**src/rtl/bgs_pkg.sv**
```systemverilog
package bgs_pkg;

  // Restart sequencer phases
  typedef enum logic [1:0] {
    PH_FAULT   = 2'd0,
    PH_REFRESH = 2'd1,
    PH_HOLD    = 2'd2,
    PH_RUN     = 2'd3
  } phase_e;

  // Gate vector bit positions
  localparam int unsigned G_ALO = 0;
  localparam int unsigned G_AHI = 1;
  localparam int unsigned G_BLO = 2;
  localparam int unsigned G_BHI = 3;
  localparam int unsigned NGATE = 4;

  // Target gate pattern for a phase, filtered direction and high-side enable
  function automatic logic [NGATE-1:0] bridge_targets(phase_e ph, logic dir, logic hen);
    logic [NGATE-1:0] t;
    t = '0;
    unique case (ph)
      PH_FAULT:   t = '0;
      PH_REFRESH: begin
        t[G_ALO] = 1'b1;
        t[G_BLO] = 1'b1;
      end
      PH_HOLD: begin
        t[G_ALO] = ~dir;
        t[G_BLO] = dir;
      end
      PH_RUN: begin
        t[G_ALO] = ~dir;
        t[G_BLO] = dir;
        t[G_AHI] = dir & hen;
        t[G_BHI] = ~dir & hen;
      end
      default: t = '0;
    endcase
    return t;
  endfunction

endpackage

```
**src/rtl/bgs_dir_filter.sv**
```systemverilog
module bgs_dir_filter #(
  parameter int MIN_PULSE = 3
) (
  input  logic clk,
  input  logic rst_n,
  input  logic dir_i,
  output logic dir_o
);
  localparam int CW = $clog2(MIN_PULSE + 1);

  logic          dir_q;
  logic [CW-1:0] run_q;

  always_ff @(posedge clk or negedge rst_n) begin
    if (!rst_n) begin
      dir_q <= 1'b0;
      run_q <= '0;
    end else if (dir_i != dir_q) begin
      if (run_q == CW'(MIN_PULSE - 1)) begin
        dir_q <= dir_i;
        run_q <= '0;
      end else begin
        run_q <= run_q + 1'b1;
      end
    end else begin
      run_q <= '0;
    end
  end

  assign dir_o = dir_q;

  // an accepted direction always equals the value seen at the input
  p_dir_accept_r9: assert property (@(posedge clk) disable iff (!rst_n)
    (dir_q != $past(dir_q)) |-> (dir_q == $past(dir_i)));

endmodule

```
**src/rtl/bgs_restart_seq.sv**
```systemverilog
module bgs_restart_seq import bgs_pkg::*; #(
  parameter int REFRESH_CYC = 19,
  parameter int HOLDOFF_CYC = 32
) (
  input  logic   clk,
  input  logic   rst_n,
  input  logic   kill_i,
  output phase_e phase_o
);
  localparam int CW = $clog2(HOLDOFF_CYC + 1);

  phase_e        ph_q;
  logic [CW-1:0] cnt_q;

  always_ff @(posedge clk or negedge rst_n) begin
    if (!rst_n) begin
      ph_q  <= PH_FAULT;
      cnt_q <= '0;
    end else if (kill_i) begin
      ph_q  <= PH_FAULT;
      cnt_q <= '0;
    end else begin
      unique case (ph_q)
        PH_FAULT: begin
          ph_q  <= PH_REFRESH;
          cnt_q <= '0;
        end
        PH_REFRESH: begin
          cnt_q <= cnt_q + 1'b1;
          if (cnt_q == CW'(REFRESH_CYC - 1)) ph_q <= PH_HOLD;
        end
        PH_HOLD: begin
          cnt_q <= cnt_q + 1'b1;
          if (cnt_q == CW'(HOLDOFF_CYC - 1)) ph_q <= PH_RUN;
        end
        default: cnt_q <= '0;
      endcase
    end
  end

  assign phase_o = ph_q;

  // a shutdown always lands the sequencer in the fault phase
  p_kill_fault_r4: assert property (@(posedge clk) disable iff (!rst_n)
    kill_i |=> (ph_q == PH_FAULT));

  // running is only reached through the hold phase
  p_run_via_hold_r8: assert property (@(posedge clk) disable iff (!rst_n)
    $rose(ph_q == PH_RUN) |-> ($past(ph_q) == PH_HOLD));

endmodule

```
**src/rtl/bgs_onset_timer.sv**
```systemverilog
module bgs_onset_timer #(
  parameter int DLY = 2
) (
  input  logic clk,
  input  logic rst_n,
  input  logic kill_i,
  input  logic target_i,
  output logic gate_o
);
  localparam int CW = $clog2(DLY + 2);

  logic          gate_q;
  logic [CW-1:0] wait_q;

  always_ff @(posedge clk or negedge rst_n) begin
    if (!rst_n) begin
      gate_q <= 1'b0;
      wait_q <= '0;
    end else if (kill_i || !target_i) begin
      gate_q <= 1'b0;
      wait_q <= '0;
    end else if (!gate_q) begin
      if (wait_q == CW'(DLY)) gate_q <= 1'b1;
      else                    wait_q <= wait_q + 1'b1;
    end
  end

  assign gate_o = gate_q;

  // a dropped target clears the gate on the next edge
  p_fast_off_r5: assert property (@(posedge clk) disable iff (!rst_n)
    !target_i |=> !gate_q);

  // a gate only rises after its target was present
  p_rise_needs_target_r6: assert property (@(posedge clk) disable iff (!rst_n)
    $rose(gate_q) |-> $past(target_i));

endmodule

```
**src/rtl/bridge_gate_seq.sv**
```systemverilog
module bridge_gate_seq import bgs_pkg::*; #(
  parameter int HI_DLY      = 4,
  parameter int LO_DLY      = 2,
  parameter int REFRESH_CYC = 19,
  parameter int HOLDOFF_CYC = 32,
  parameter int MIN_PULSE   = 3
) (
  input  logic clk,
  input  logic rst_n,
  input  logic dir_i,
  input  logic hi_en_i,
  input  logic dis_i,
  input  logic uv_i,
  output logic a_lo_o,
  output logic a_hi_o,
  output logic b_lo_o,
  output logic b_hi_o
);

  logic             kill;
  logic             dir_f;
  phase_e           phase;
  logic [NGATE-1:0] target;
  logic [NGATE-1:0] gate;

  assign kill = dis_i | uv_i;

  bgs_dir_filter #(.MIN_PULSE(MIN_PULSE)) u_filt (
    .clk   (clk),
    .rst_n (rst_n),
    .dir_i (dir_i),
    .dir_o (dir_f)
  );

  bgs_restart_seq #(.REFRESH_CYC(REFRESH_CYC), .HOLDOFF_CYC(HOLDOFF_CYC)) u_seq (
    .clk     (clk),
    .rst_n   (rst_n),
    .kill_i  (kill),
    .phase_o (phase)
  );

  assign target = bridge_targets(phase, dir_f, hi_en_i);

  // Odd positions are high sides, even positions low sides
  for (genvar g = 0; g < NGATE; g++) begin : g_gate
    localparam int GDLY = (g % 2 == 1) ? HI_DLY : LO_DLY;
    bgs_onset_timer #(.DLY(GDLY)) u_tmr (
      .clk      (clk),
      .rst_n    (rst_n),
      .kill_i   (kill),
      .target_i (target[g]),
      .gate_o   (gate[g])
    );
  end

  assign a_lo_o = gate[G_ALO] & ~kill;
  assign a_hi_o = gate[G_AHI] & ~kill;
  assign b_lo_o = gate[G_BLO] & ~kill;
  assign b_hi_o = gate[G_BHI] & ~kill;

  // no shoot-through in either leg, including restart
  p_leg_a_exclusive_r5: assert property (@(posedge clk) disable iff (!rst_n)
    !(a_lo_o && a_hi_o));
  p_leg_b_exclusive_r5: assert property (@(posedge clk) disable iff (!rst_n)
    !(b_lo_o && b_hi_o));

  // every timer is cleared one edge after a shutdown request
  p_kill_clears_r4: assert property (@(posedge clk) disable iff (!rst_n)
    kill |=> (gate == '0));

  // high sides stay dark until the sequencer is running
  p_hi_holdoff_r8: assert property (@(posedge clk) disable iff (!rst_n)
    (phase != PH_RUN) |-> (!a_hi_o && !b_hi_o));

endmodule

```
**config.mk**
```make
export PLATFORM = sky130hd
export DESIGN_NAME = bridge_gate_seq
export DESIGN_NICKNAME = d
export VERILOG_FILES = /design/src/rtl/bgs_pkg.sv /design/src/rtl/bgs_dir_filter.sv /design/src/rtl/bgs_restart_seq.sv /design/src/rtl/bgs_onset_timer.sv /design/src/rtl/bridge_gate_seq.sv
export SDC_FILE = /design/constraint.sdc
export NUM_CORES = 1
export LEC_CHECK = 0
export BUFFER_PORTS_ARGS = -buffer_cell sky130_fd_sc_hd__buf_2
export CAP_MARGIN = 10
export CORE_MARGIN = 3
export CORE_UTILIZATION = 61
export CTS_BUF_LIST = sky130_fd_sc_hd__clkbuf_8
export CTS_CLUSTER_DIAMETER = 30
export DETAILED_ROUTE_END_ITERATION = 10
export PLACE_DENSITY = 0.9
export REMOVE_ABC_BUFFERS = 1
export SLEW_MARGIN = 20
export SYNTH_ARGS = -nofsm -noshare
export SYNTH_HDL_FRONTEND = slang
export SYNTH_SLANG_ARGS = --single-unit
```
**constraint.sdc**
```tcl
create_clock -name clk -period 1.6 [get_ports clk]
set_clock_uncertainty 0.15 [all_clocks]
set_input_delay 0.32 -clock clk [delete_from_list [all_inputs] [get_ports clk]]
set_output_delay 0.32 -clock clk [all_outputs]
set_load 0.005 [all_outputs]
```
### Word level (Yosys, flattened, before mapping)

Cells that the tools add are included.

| storage, ports and cells | value |
|---|---|
| register bits after elaboration | 25 |
| input port bits | 6 |

| cells by class | value |
|---|---|
| reduce and logical (&&, ||, !) cells | 18 |
| muxes and demuxes | 36 |
| bitwise operators | 9 |
| add/sub/neg operators | 6 |
| eq/ne operators | 21 |

Operator list:

| kind | number |
|---|---|
| 2-bit 2-to-1 mux | 11 |
| 3-bit 2-to-1 mux | 6 |
| 1-bit 2-to-1 mux | 14 |
| 6-bit by 5-bit equality test with 1-bit output, second input constant | 2 |
| 6-bit 2-to-1 mux | 2 |
| 2-bit equality test, second input constant | 5 |
| 2-bit AND reduction | 5 |
| 2-bit by 1-bit != test with 1-bit output, second input constant | 4 |
| 2-bit != test, second input constant | 4 |
| 2-bit by 1-bit adder with 2-bit output, second input constant | 3 |
| 3-bit by 1-bit adder with 3-bit output, second input constant | 2 |
| 6-bit by 1-bit adder with 6-bit output, second input constant | 1 |
| 1-bit bitwise AND | 6 |
| 3-bit equality test, second input constant | 2 |
| 3-bit by 1-bit != test with 1-bit output, second input constant | 2 |
| 1-bit case mux with 3 select lines | 2 |
| 2-bit case mux with 3 select lines | 1 |
| 1-bit zero test | 4 |
| 1-bit logical OR | 4 |
| 4-bit nonzero test | 1 |
| 2-bit OR reduction | 2 |
| 3-bit AND reduction | 1 |
| 2-bit by 1-bit equality test with 1-bit output, second input constant | 1 |
| 2-bit zero test | 1 |
| other kinds (3) | 4 |

### Logic depth before layout (Yosys ltp)

| logic depth | value |
|---|---|
| word-level depth | 7 |
| gate-level depth with buffers | 6 |

### Modules after synthesis

Synthesis repeated with hierarchy kept, for this count alone.

| unflattened totals | value |
|---|---|
| cells, all modules | 133 |
| area total of the unflattened synthesis | 1365.1 µm² |

Modules (own cells, without submodules):

| module | instances | area an instance (µm²) | cells an instance |
|---|---|---|---|
| bgs_onset_timer at g_gate[1].u_tmr ... | 2 | 227.7 | 21 |
| bgs_restart_seq | 1 | 437.9 | 41 |
| bgs_onset_timer at g_gate[0].u_tmr ... | 2 | 137.6 | 14 |
| bgs_dir_filter | 1 | 125.1 | 8 |
| bridge_gate_seq | 1 | 71.3 | 14 |

### Worst setup path before layout

Ideal clock, no wire load.

| timing | value |
|---|---|
| path type | reg-to-reg |
| from | register u_seq.ph_q[1] (netlist: u_seq.phase_o[1]) |
| to | register u_seq.ph_q[0] (netlist: u_seq.phase_o[0]) |
| setup time | 120 ps |
| path buffers | 0 |
| setup slack | 143 ps |
| arrival | 1187 ps |
| required time | 1330 ps |
| stages on the path, launching flop included | 7 |
| cell sequence | dfrtp_1 -> inv_1 -> ha_1 -> nor2_1 -> o22ai_2 -> a21oi_1 -> and3b_1 |

| on the way | value |
|---|---|
| longest elaborated chain between the ends | 3 |
| elaborated cells between the ends (all ways) | 9 |

Ends and longest elaborated chain:

| item | RTL line | source |
|---|---|---|
| start: declaration | bgs_restart_seq.sv:12 | `phase_e ph_q;` |
| start signal: assignment | bgs_restart_seq.sv:17 | `ph_q <= PH_FAULT;` |
| start signal: assignment | bgs_restart_seq.sv:20 | `ph_q <= PH_FAULT;` |
| start signal: assignment | bgs_restart_seq.sv:25 | `ph_q <= PH_REFRESH;` |
| 2-bit equality test, or another cell as far along | bgs_restart_seq.sv:23 | `unique case (ph_q)` |
| 3-bit by 1-bit != test with 1-bit output (no source line), or another cell as far along | n/a |  |
| 3-bit AND reduction (no source line) or 2-bit 2-to-1 mux (tied branches) | n/a |  |

Several ways; a longest one is shown, not always the timed one.
A chain may end at the register's enable or synchronous reset.

### Final worst setup path

Same ends and word-level chain as after synthesis.

==> metrics.txt <==
status completed; post-route insts no fill 166; EDFF count, synth 0; overall die area 2690 um2; starting density of the core 0.690; max-cap check violation count 0; WL met3 80 um; synth cell count leaders 25 x dfrtp_1, 21 x nor2_1, 13 x ha_1; post-DR wirelength/cell 14.1 um; number of global-route vias before repair 965; Synth area leader dfrtp_1; Comb pwr share 0.130; initial antenna violation count 0; Arr. time, crit path 1570 ps; leakage 0.651 nW; initial DRC count 23; worst slew pin tran 545 ps; Global Route Usage Sum 0.220; hpwl dp 1770 um; #FFs+latches synth 25; Mean Syn Cell Area 10.2 um2; Worst Setup Path Type reg -> reg; WP data required 1610 ps; crit path max fanout 4; met2 wire len 1180 um; Antenna diodes 0; total grt overflow 0; Slowest cell on crit path dfrtp_1; synth top area cells dfrtp_1 49%, ha_1 13%, nor2_1 6.2%, xnor2_1 4.1%, a21oi_1 3.5%; total number of vias 917; total CTS buffers 3; Slowest Stage Delay on Critical Path 410 ps; Post-Synthesis Cells 125; I/O Buffers 9; Seq/Total Area, Yosys 0.488; CP cell instances inv_1, ha_1, nor2_1, o22ai_2, a21oi_1, and3b_1; ys async rst share 1.00; H-tree depth 1; Fin. Hold Viols 0; power per cell area 864 nW/um2; Clock Tree Buf Depth 2; routed wire length 2340 um; Worst-path clk slew 80 ps; CTS root buffer clkbuf_8; fin crit period 1550 ps; top-area cell type share of the netlist area 0.488; Area growth syn-to-layout 12.4%; Psw 0.317 mW; Yosys warning total 0; M1 WL 1030 um; Startpoint Class flop; Clk pwr share 0.296; # setup viols final 0; IO Pins 10; share of cells above drive strength 1 0.156; die height 51.8 um; worst skew pair latency 270 ps; Worst VDD drop 0.938 mV; pin count of the biggest net entering global routing 26; fmax 644 MHz; Tcrit/Tclk final 0.971; max layer used met4; most common cell in the netlist dfrtp_1; worst relative slew slack 0.637; first-pass GRT wire length 4210 um; Top FF cell, synth dfrtp_1; DIE WIDTH 51.8 um; placer congestion estimate 0.743; Final nets 161; via-per-instance ratio 5.52; TritonCTS clock tree built; RSZ-0062 raised after global routing true; Pre-Repair DR Iteration Count 4; Core ar. 1860 um2; residual DRC count 0; Placed Cells 161; internal power 0.928 mW; Final Max Slew Viols 0; Antenna Nets Post-Route 0; sequential share of power 0.574; clk sink count 25; Pwr Total 1.24 mW; postcts setup bufs 0; flop2flop setup slack 50 ps; Worst setup EP type flop; Net Sw Frac 0.255; Mapped Area 1280 um2; Cell variety after synth 29; num rows 15; Hold Path Class in -> reg
==> registers in the layout (all words and copies together) (netlist names) <==
signal,cells
u_filt.run_q,2
u_filt.dir_o,1
g_gate.u_tmr.gate_o,4
g_gate.u_tmr.wait_q,10
u_seq.phase_o,2
u_seq.cnt_q,6
==> critical path, delay by kind of cell, from the launching register on <==
kind	cells	cell delay [ps]
AND/OR/NAND/NOR	2	310
buffers and inverters	1	110
adder cells (fa/ha/maj)	1	230
AO/OA/AOI/OAI	2	250
flip-flops	1	410
==> power groups by stage <==
stage / registers, mW / logic (mW) / clock network, mW
2_1_floorplan: 0.718 / 0.106 / 0
3_3_place_gp: 0.721 / 0.147 / 0
3_5_place_dp: 0.725 / 0.158 / 0
4_1_cts: 0.713 / 0.163 / 0.379
5_1_grt: 0.721 / 0.182 / 0.403
6_report: 0.714 / 0.162 / 0.369
==> layout make-up <==
cell class | instances | area, um2
sequential | 25 | 626
tap | 25 | 31.3
timing repair buffer | 12 | 70.1
inverter | 11 | 41.3
multi-input combinational | 89 | 626
clock inverter | 1 | 5.00
clock buffer | 3 | 41.3
fill | 126 | 418
==> stage by stage <==
step | area [um2] | hold WS (ps) | setup WS (ps) | TNS, ps | utilization
after detailed placement | 1370 | 188 | 28.9 | 0 | 0.739
after global routing | 1440 | 166 | -30.0 | -30.0 | 0.775
after floorplan | 1280 | -126 | 143 | 0 | -
after global placement | 1370 | 175 | 158 | 0 | 0.739
after CTS | 1430 | 160 | 21.7 | 0 | 0.769
final | 1440 | 163 | 47.1 | 0 | 0.775
==> metal layers <==
layer	track usage	vias up
met4	0.105	0
met2	0.374	23
met5	0	-
met3	0.0430	5
li1	-	449
met1	0.264	440
==> layout by cell type (no fill, tap or decap), types with 2 or more instances in the layout <==
master / n
buf_4: 2
dfrtp_1: 25
ha_1: 13
and2_1: 2
inv_1: 11
nor2_1: 21
o21ai_0: 2
xnor2_1: 6
nand2_1: 5
a21oi_1: 7
buf_2: 9
nand3_1: 3
clkbuf_8: 3
or3_1: 2
a21oi_2: 2
nor4bb_1: 2
nor3_1: 5
xor2_1: 3
==> timing repair <==
item,CTS,global route
hold buffers,1,0
setup endpoints to repair,0,4
endpoints found under the hold margin,25,0
resized for setup,0,3
==> path summary, 6_finish.rpt <==
| check | depth (start not counted) | endpoint | start |
|---|---|---|---|
| max in group asynchronous | 2 | u_filt.run_q[0] | rst_n |
| worst max-delay path | 6 | u_seq.phase_o[0] | u_seq.phase_o[1] |
| worst max register to register | 6 | u_seq.phase_o[0] | u_seq.phase_o[1] |
| worst min register to register | 1 | u_filt.run_q[0] | u_filt.run_q[0] |
| worst min-delay path | 2 | u_filt.dir_o | dir_i |
| min in group asynchronous | 2 | g_gate[1].u_tmr.wait_q[0] | rst_n |
==> kinds of logic after synthesis <==
family	share of synthesized area
mux	0.0166
simple gates	0.208
fa+ha+maj	0.127
compound gates	0.0664
buf+inv	0.0322
flops	0.488
xor+xnor	0.0615
Note: power is estimated with default switching activity, not from simulation.
